$ cat config.mk
export PLATFORM = sky130hd
export DESIGN_NAME = tbit_poller
export DESIGN_NICKNAME = d
export VERILOG_FILES = /design/src/rtl/tbit_pkg.sv /design/src/rtl/tbit_toggle_cmp.sv /design/src/rtl/tbit_pair_limit.sv /design/src/rtl/tbit_poller.sv
export SDC_FILE = /design/constraint.sdc
export NUM_CORES = 1
export LEC_CHECK = 0
export BUFFER_PORTS_ARGS = -buffer_cell sky130_fd_sc_hd__buf_2
export CORE_ASPECT_RATIO = 1.5
export CORE_MARGIN = 2
export CORE_UTILIZATION = 47
export DETAILED_ROUTE_END_ITERATION = 8
export HOLD_SLACK_MARGIN = 0.12
export PLACE_DENSITY = 0.78
export SLEW_MARGIN = 20
export SYNTH_ARGS = -nofsm -noshare
export SYNTH_HDL_FRONTEND = slang
export SYNTH_SLANG_ARGS = --single-unit
export TNS_END_PERCENT = 100
$ cat constraint.sdc
create_clock -name clk -period 1.8 [get_ports clk]
set_clock_uncertainty 0.05 [all_clocks]
set_input_delay 0.09 -clock clk [delete_from_list [all_inputs] [get_ports clk]]
set_output_delay 0.09 -clock clk [all_outputs]
set_load 0.05 [all_outputs]
$ cat src/rtl/tbit_pkg.sv
package tbit_pkg;

   typedef enum logic [1:0] {
      RES_BUSY = 2'b00,
      RES_OK   = 2'b01,
      RES_FAIL = 2'b10
   } tbit_result_e;

   typedef enum logic [2:0] {
      ST_IDLE,
      ST_RD_A,
      ST_RD_B,
      ST_HOLD,
      ST_RST
   } tbit_state_e;

endpackage

$ cat src/rtl/tbit_toggle_cmp.sv
// Holds the toggle bit of the first read in a pair and compares it with
// the second read as that read is acknowledged.
module tbit_toggle_cmp #(
   parameter int DATA_W  = 16,
   parameter int TOG_BIT = 6,
   parameter int TMO_BIT = 5
) (
   input  logic              clk,
   input  logic              rst_n,
   input  logic              clr,
   input  logic              cap,
   input  logic [DATA_W-1:0] rdata,
   output logic              toggled,
   output logic              tmo_flag
);

   logic first_q;

   always_ff @(posedge clk or negedge rst_n) begin
      if (!rst_n)   first_q <= 1'b0;
      else if (clr) first_q <= 1'b0;
      else if (cap) first_q <= rdata[TOG_BIT];
   end

   assign toggled  = first_q ^ rdata[TOG_BIT];
   assign tmo_flag = rdata[TMO_BIT];

endmodule

$ cat src/rtl/tbit_pair_limit.sv
// Counts toggling pairs; flags the pair that would reach the limit.
module tbit_pair_limit #(
   parameter int MAX_PAIRS = 65535
) (
   input  logic clk,
   input  logic rst_n,
   input  logic clr,
   input  logic inc,
   output logic last
);

   localparam int CNT_W = (MAX_PAIRS > 1) ? $clog2(MAX_PAIRS) : 1;

   generate
      if (MAX_PAIRS == 0) begin : g_unlimited
         assign last = 1'b0;
      end else begin : g_limited
         logic [CNT_W-1:0] cnt_q;
         localparam logic [CNT_W-1:0] LAST_VAL = CNT_W'(MAX_PAIRS - 1);

         always_ff @(posedge clk or negedge rst_n) begin
            if (!rst_n)   cnt_q <= '0;
            else if (clr) cnt_q <= '0;
            else if (inc) cnt_q <= cnt_q + 1'b1;
         end

         assign last = (cnt_q == LAST_VAL);
      end
   endgenerate

endmodule

$ cat src/rtl/tbit_poller.sv
module tbit_poller #(
   parameter int              DATA_W    = 16,
   parameter int              TOG_BIT   = 6,
   parameter int              TMO_BIT   = 5,
   parameter int              MAX_PAIRS = 65535,
   parameter logic [15:0]     RESET_CMD = 16'h00F0
) (
   input  logic              clk,
   input  logic              rst_n,
   input  logic              start_i,
   input  logic              pause_i,
   output logic              rd_o,
   output logic              wr_o,
   output logic [DATA_W-1:0] wdata_o,
   input  logic [DATA_W-1:0] rdata_i,
   input  logic              ack_i,
   output logic              busy_o,
   output logic [1:0]        result_o
);
   import tbit_pkg::*;

   generate
      if (DATA_W < 8)      begin : g_bad_width  $error("DATA_W must be at least 8");    end
      if (TOG_BIT > 7)     begin : g_bad_tog    $error("TOG_BIT must be in low byte");  end
      if (TMO_BIT > 7)     begin : g_bad_tmo    $error("TMO_BIT must be in low byte");  end
      if (TOG_BIT == TMO_BIT) begin : g_bad_same $error("status bits must differ");     end
      if (MAX_PAIRS < 0)   begin : g_bad_lim    $error("MAX_PAIRS must be >= 0");       end
   endgenerate

   tbit_state_e  state_q, state_d;
   tbit_result_e res_q, res_d;
   logic         res_load;
   logic         recheck_q, recheck_set, recheck_clr;
   logic         cap, cmp_clr, cnt_clr, cnt_inc;
   logic         toggled, tmo_flag, limit_last;

   tbit_toggle_cmp #(
      .DATA_W  (DATA_W),
      .TOG_BIT (TOG_BIT),
      .TMO_BIT (TMO_BIT)
   ) u_cmp (
      .clk      (clk),
      .rst_n    (rst_n),
      .clr      (cmp_clr),
      .cap      (cap),
      .rdata    (rdata_i),
      .toggled  (toggled),
      .tmo_flag (tmo_flag)
   );

   tbit_pair_limit #(
      .MAX_PAIRS (MAX_PAIRS)
   ) u_lim (
      .clk   (clk),
      .rst_n (rst_n),
      .clr   (cnt_clr),
      .inc   (cnt_inc),
      .last  (limit_last)
   );

   always_comb begin
      state_d     = state_q;
      res_d       = res_q;
      res_load    = 1'b0;
      recheck_set = 1'b0;
      recheck_clr = 1'b0;
      cap         = 1'b0;
      cmp_clr     = 1'b0;
      cnt_clr     = 1'b0;
      cnt_inc     = 1'b0;
      unique case (state_q)
         ST_IDLE: begin
            if (start_i) begin
               state_d     = ST_RD_A;
               res_d       = RES_BUSY;
               res_load    = 1'b1;
               recheck_clr = 1'b1;
               cnt_clr     = 1'b1;
               cmp_clr     = 1'b1;
            end
         end
         ST_RD_A: begin
            if (ack_i) begin
               cap     = 1'b1;
               state_d = ST_RD_B;
            end
         end
         ST_RD_B: begin
            if (ack_i) begin
               if (!toggled) begin
                  state_d  = ST_IDLE;
                  res_d    = RES_OK;
                  res_load = 1'b1;
               end else if (recheck_q) begin
                  state_d = ST_RST;
               end else if (tmo_flag) begin
                  recheck_set = 1'b1;
                  state_d     = ST_RD_A;
               end else if (limit_last) begin
                  state_d = ST_RST;
               end else begin
                  cnt_inc = 1'b1;
                  state_d = pause_i ? ST_HOLD : ST_RD_A;
               end
            end
         end
         ST_HOLD: begin
            if (!pause_i) begin
               cmp_clr = 1'b1;
               state_d = ST_RD_A;
            end
         end
         ST_RST: begin
            if (ack_i) begin
               state_d  = ST_IDLE;
               res_d    = RES_FAIL;
               res_load = 1'b1;
            end
         end
         default: state_d = ST_IDLE;
      endcase
   end

   always_ff @(posedge clk or negedge rst_n) begin
      if (!rst_n) begin
         state_q   <= ST_IDLE;
         res_q     <= RES_BUSY;
         recheck_q <= 1'b0;
      end else begin
         state_q <= state_d;
         if (res_load)         res_q     <= res_d;
         if (recheck_clr)      recheck_q <= 1'b0;
         else if (recheck_set) recheck_q <= 1'b1;
      end
   end

   assign rd_o     = (state_q == ST_RD_A) || (state_q == ST_RD_B);
   assign wr_o     = (state_q == ST_RST);
   assign wdata_o  = DATA_W'(RESET_CMD);
   assign busy_o   = (state_q != ST_IDLE);
   assign result_o = res_q;

endmodule

==> results of run 1 <==
[worst min-delay path, delay by kind of cell]
| family | cells | cell delay (ns) |
|---|---|---|
| buf+inv | 1 | 0.13 |
| compound gates | 2 | 0.20 |
[report_power, final]
part,switching (W),internal [W]
Combinational,0.000645,0.000312
Sequential,0.0000613,0.000596
Clock,0.000180,0.000155
[final cells by class]
class	count	area [µm²]	share of cell area
inverter	4	15.0	0.00780
clock inverter	1	5.00	0.00260
clock buffer	3	41.3	0.0214
sequential	23	576	0.299
timing repair buffer	44	310	0.161
multi-input combinational	137	926	0.481
tap	42	52.6	0.0273
[per-layer routing]
metal / GRT usage / share of wire / wire, µm / up-vias
met5: 0 / 0 / 0 / -
met4: 0.0965 / 0.025 / 89 / 0
met2: 0.358 / 0.55 / 1940 / 41
li1: - / - / - / 678
met1: 0.218 / 0.39 / 1400 / 677
met3: 0.0255 / 0.034 / 119 / 11
[sequential cells by signal (all words and copies together) (netlist names)]
name                   count
recheck_q                  1
state_q                    3
u_lim.g_limited.cnt_q     16
u_cmp.first_q              1
result_o                   2
[worst max-delay path by stage]
stage,from,to,slack [ns],cells after the start
after global routing,u_lim.g_limited.cnt_q[1],u_lim.g_limited.cnt_q[13],-0.08,5
final,u_lim.g_limited.cnt_q[1],u_lim.g_limited.cnt_q[13],-0.007,5
after floorplan,u_lim.g_limited.cnt_q[0],u_lim.g_limited.cnt_q[8],-0.05,8
after CTS,u_lim.g_limited.cnt_q[0],u_lim.g_limited.cnt_q[11],0.001,6
after detailed placement,u_lim.g_limited.cnt_q[1],u_lim.g_limited.cnt_q[14],-0.10,5
after global placement,u_lim.g_limited.cnt_q[1],u_lim.g_limited.cnt_q[1],-0.08,5
[cells in the mapped netlist, drive strengths merged (2+ instances only)]
master / instances
o21a: 2
ha: 2
nand4: 3
o31ai: 8
nor2: 8
a21oi: 13
a211oi: 2
inv: 4
and4: 5
buf: 24
nor3b: 3
dfrtp: 23
nand2: 15
nand3b: 2
a31oi: 2
nand3: 6
o21ai: 9
conb: 2
nor3: 2
mux2i: 8
nand2b: 6
or4: 7
clkbuf: 5
and2: 3
[through the flow]
step                      setup TNS (ns)  instance area (µm²)  cells  power [W]  setup slack, ns
after floorplan                   -0.171                 1660    193    0.00139          -0.0547
after detailed placement          -0.825                 1770    245    0.00160           -0.101
final                           -0.00695                 1930    254    0.00195         -0.00695
after CTS                              0                 1880    254    0.00195          0.00112
after global placement            -0.570                 1770    245    0.00159          -0.0810
after global routing              -0.463                 1930    254    0.00207          -0.0787
[placed cells by master (no fill, tap or decap), types with 2 or more instances in the layout]
cell,instances
o21ai_0,9
nand3b_1,2
nor3_1,2
nand2b_1,6
and4_1,4
clkbuf_8,3
ha_1,2
or4_1,5
nand3_1,6
nor3b_2,2
a21oi_2,2
dlygate4sd3_1,3
inv_1,4
buf_2,11
buf_4,30
a31oi_1,2
nand2_1,15
o31ai_1,7
or4_4,2
dfrtp_1,23
mux2i_1,8
nand4_1,2
and2_1,3
conb_1,16
nor2_1,8
a21oi_1,11
o21a_1,2
[cells by family after synthesis]
| kind of cell | Yosys count | synth area share |
|---|---|---|
| adders and majority gates | 2 | 0.0156 |
| DFF | 23 | 0.358 |
| buffers and inverters | 33 | 0.136 |
| other | 2 | 0.00467 |
| and+or+nand+nor | 66 | 0.244 |
| xor gates and xnor gates | 2 | 0.0226 |
| muxes | 8 | 0.0498 |
| AOI/OAI and AO/OA | 43 | 0.169 |
[timing repair]
action / 4_1_cts / 5_1_grt
setup buffers: 2 / 0
endpoints found under the setup margin: 15 / 12
hold buffers: 3 / 0
resized for setup: 4 / 9
pin swaps: 1 / 6
hold endpoints to repair: 25 / 0
==> out/metrics.cfg, run 1 <==
[global_route]
antenna_found_initial = 0
grt_pass1_wl_um = 5640
grt_pass1_vias = 1307
grt_overflow = 0
grt_use_total = 0.194
grt_max_degree = 24

[placement]
io_buffers = 11
gp_congestion = 0.802
hpwl_um = 2500

[sta]
finalHoldViolCount = 0
fin_crit_ns = 1.81
rsz0062_at_grt = yes
max_freq_mhz = 553
slew_headroom = 0.648
whs_ns = 0.129
worstMarginPinSlew_ns = 0.528
setup_viol_count_final = 1
slew_viol_final = 0
min_period_over_period = 1.00
layout_setup_ws_ns = -0.00695

[finish]
fin_nets = 236
n_fill_cell = 312
antenna_cells = 0
syn2layout_area_growth_pct = 19.8
drive_above_1_share = 0.274
post-route-util = 0.575

[detailed_routing]
dr.pass1.iters = 4
drc = 0
postRouteAntennaNets = 0
vias = 1407
routedWlPerCell_um = 14.0
viasPerCell = 5.54
drtIter0Drc = 48
drt-total-wl_um = 3550

[setup_path]
reg2reg_depth = 5
crit_path_top_delay_cell = or4_4
reg2reg_slack_ns = -0.007
required_ns = 1.95
slowest_delay_ns = 0.52
reg2reg_from = u_lim.g_limited.cnt_q[1]
r2r_end = u_lim.g_limited.cnt_q[13]
cp_cell_sequence = nor4bb_2, buf_4, nand4_4, or4_4, a21oi_2
worstPathArrival_ns = 1.96
crit_type = flip-flop to flip-flop
path_max_fanout = 10
startpoint_type = flip-flop
critPathTopFamily = simple AND/OR/NAND/NOR gates
cp-end-kind = flip-flop
path_buf_inv = 1

[min_path]
min_from = start_i
holdPathEnd = state_q[0]
hold_path.class = input pin to flip-flop
min_path_cells = 3

[power]
p_leak_nw = 0.887
vdd_ir_drop_max_v = 0.000651
power.density_mw_per_mm2 = 1010

[clock_network]
cts_inserted_buffers = 3
clock_latency_ns = 0.27
cts_sinks = 23
clockBufferDepth = 2
cts_tree = done
htree_levels = 1
cts-root-buf = clkbuf_8
clk_pin_slew_ns = 0.09

[logic_synthesis]
synth_area_leader_cell = dfrtp_1
synth_area_per_cell_um2 = 8.98
synth-edff-count = 0
seq_area_frac_synth = 0.358
dominantRegCellSynth = dfrtp_1
yosys.area.top_type_share = 0.358
synth_area_leaders = dfrtp_1 (36%), buf_4 (7.5%), mux2i_1 (5.0%)
synth_cells = 179
synth_seq_cells = 23
synth_area_mm2 = 0.00161
yosys_warnings = 0
async_flop_share = 1.00
synth_cell_types = 42

[floorplanning]
num_rows = 26
die_h_um = 75.6
coreArea_mm2 = 0.00335
die-area_mm2 = 0.00391
initial_utilization = 0.480
die_x_um = 51.8
pin_count = 42

[run_status]
violations = setup timing
outcome = finished with violations

[flow_run]
drv_cap = 0

Power figures use the tool's default switching activity.
==> run 2: changes to the inputs <==
--- a/config.mk
+++ b/config.mk
@@ -11,7 +11,7 @@
 export CORE_UTILIZATION = 47
 export DETAILED_ROUTE_END_ITERATION = 8
 export HOLD_SLACK_MARGIN = 0.12
-export PLACE_DENSITY = 0.78
+export PLACE_DENSITY = 0.73
 export SLEW_MARGIN = 20
 export SYNTH_ARGS = -nofsm -noshare
 export SYNTH_HDL_FRONTEND = slang
==> run 2 against run 1 <==
Effect of this change:
- the flow now finishes without violations
- sequential share of layout area fell by 0.59 points
- global-route usage rose by 0.25 points
- utilization rose by 1.2 points
- first-iteration DRC count fell by 15%
- wire length rose by 13%
- via count rose by 5.5%
- sequential power rose by 2%
- die area did not move
- sequential cell count did not move
- count of clock-buffer cells in the layout did not move
- hold slack improved by 0.030 ns
- critical path type unchanged
- critical endpoint unchanged
- largest power group unchanged
==> out/metrics.cfg, run 2 (synthesis gave the netlist of run 1 again) <==
[detailed_routing]
dr.pass1.iters = 4  ; unchanged
drc = 0  ; unchanged
viasPerCell = 5.85  ; +5.5%
postRouteAntennaNets = 0  ; unchanged
drt-total-wl_um = 4010  ; +13%
vias = 1485  ; +5.5%
routedWlPerCell_um = 15.8  ; +13%
drtIter0Drc = 41  ; -15%

[setup_path]
path_max_fanout = 5  ; -5
required_ns = 1.95  ; about the same
worstPathArrival_ns = 1.95  ; about the same
cp-end-kind = flip-flop
startpoint_type = flip-flop
crit_type = flip-flop to flip-flop

[power]
vdd_ir_drop_max_v = 0.000643  ; -1.3%
p_leak_nw = 0.898  ; +1.2%
total_power_w = 0.00201  ; +3.0%
power.density_mw_per_mm2 = 1020  ; +1.0%

[global_route]
grt_pass1_vias = 1307  ; unchanged
antenna_found_initial = 0  ; unchanged
grt_pass1_wl_um = 5810  ; +3.1%
grt_max_degree = 24  ; unchanged
grt_overflow = 0  ; unchanged
grt_use_total = 0.197  ; +0.00248

[sta]
slew_viol_final = 0  ; unchanged
slew_headroom = 0.644  ; -0.00469
fin_crit_ns = 1.80  ; -0.00715 ns
whs_ns = 0.159  ; +0.0304 ns
rsz0062_at_grt = yes
max_freq_mhz = 556  ; +0.40%
min_period_over_period = 1.00  ; -0.00397
worstMarginPinSlew_ns = 0.535  ; +0.00703 ns
finalHoldViolCount = 0  ; unchanged
setup_viol_count_final = 0  ; -1

[clock_network]
clock_latency_ns = 0.27  ; about the same
clockBufferDepth = 2  ; unchanged
cts_tree = done
cts-root-buf = clkbuf_8
cts_inserted_buffers = 3  ; unchanged
clk_pin_slew_ns = 0.09  ; about the same
cts_sinks = 23  ; unchanged
htree_levels = 1  ; unchanged

[floorplanning]
initial_utilization = 0.480  ; unchanged
num_rows = 26  ; unchanged
die_h_um = 75.6  ; unchanged
pin_count = 42  ; unchanged
coreArea_mm2 = 0.00335  ; unchanged
die-area_mm2 = 0.00391  ; unchanged
die_x_um = 51.8  ; unchanged

[placement]
io_buffers = 11  ; unchanged
hpwl_um = 2730  ; +9.2%
gp_congestion = 0.750  ; -6.5%

[finish]
mostFrequentLayoutCells = buf_4 (27), dfrtp_1 (23), conb_1 (16)
fin_nets = 236  ; unchanged
largest_reg_flops = 16  ; unchanged
largest-register = u_lim.g_limited.cnt_q
layout_commonest_cell = buf_4
drive_above_1_share = 0.302  ; +0.0283
antenna_cells = 0  ; unchanged
syn2layout_area_growth_pct = 22.2

[flow_run]
drv_cap = 0  ; unchanged

[run_status]
outcome = finished, final reports clean

[min_path]
hold_path.class = input pin to flip-flop

==> run 2: cell types whose count changed in the layout (fill, tap and decap cells not counted), sizes merged <==
cell,change
buf,-2
and4,+1
nand4,+1
==> run 2: where the power goes <==
group / switching, W / total, W / internal, W
sequential: 0.0000757 / 0.000672 / 0.000596
combinational: 0.000671 / 0.00101 / 0.000335
clock: 0.000176 / 0.000331 / 0.000155
total: 0.000923 / 0.00201 / 0.00109
==> run 2: layer usage <==
metal | global-route usage | wire length [µm] | vias to the layer above
met1 | 0.211 | 1460 | 736
met5 | 0 | 0 | -
li1 | - | - | 688
met4 | 0.0877 | 133 | 0
met3 | 0.0235 | 153 | 11
met2 | 0.380 | 2260 | 50
==> run 2: layout make-up <==
| cell class | instances | area [µm²] |
|---|---|---|
| flip-flops and latches | 23 | 576 |
| fillers | 288 | 1390 |
| clock inverters | 1 | 5.00 |
| multi-input cells | 139 | 976 |
| well taps | 42 | 52.6 |
| repair buffers | 42 | 299 |
| clock buffers | 3 | 41.3 |
| inverters | 4 | 15.0 |
==> run 2: per-stage QoR <==
step | setup WS, ns | utilization | instances | instance area, µm² | TNS [ns]
final | 0.000203 | 0.586 | 254 | 1960 | 0
after global routing | -0.0818 | 0.586 | 254 | 1960 | -0.386
after CTS | 0.00541 | 0.556 | 250 | 1860 | 0
after detailed placement | -0.124 | 0.525 | 243 | 1760 | -1.20
after global placement | -0.0562 | 0.525 | 243 | 1760 | -0.379
after floorplan | -0.0547 | - | 193 | 1660 | -0.171
==> run 2: worst max-delay path: stages (launching register included) <==
cell	delay, ns
dfrtp_1	0.44
nor4bb_2	0.29
buf_4	0.18
nand4_4	0.13
or4_4	0.50
a21oi_1	0.15
==> run 2: path summary, 6_finish.rpt <==
kind	startpoint	end	slack (ns)	cells after the start
setup / recovery	recheck_q	u_lim.g_limited.cnt_q[13]	0.0002	5
hold / removal	rdata_i[5]	recheck_q	0.16	3
setup reg to reg	recheck_q	u_lim.g_limited.cnt_q[13]	0.0002	5
hold reg to reg	u_lim.g_limited.cnt_q[9]	u_lim.g_limited.cnt_q[9]	0.51	2
max in group asynchronous	rst_n	state_q[1]	1.05	2
min in group asynchronous	rst_n	u_lim.g_limited.cnt_q[11]	0.27	2
==> run 2: timing repair <==
| item | in CTS | in global routing |
|---|---|---|
| hold buffers | 3 | 0 |
| setup buffers | 0 | 2 |
| pin swaps | 3 | 6 |
| setup endpoints to repair | 15 | 13 |
| cloned | 0 | 2 |
| resized for setup | 6 | 16 |
| hold endpoints to repair | 25 | 0 |
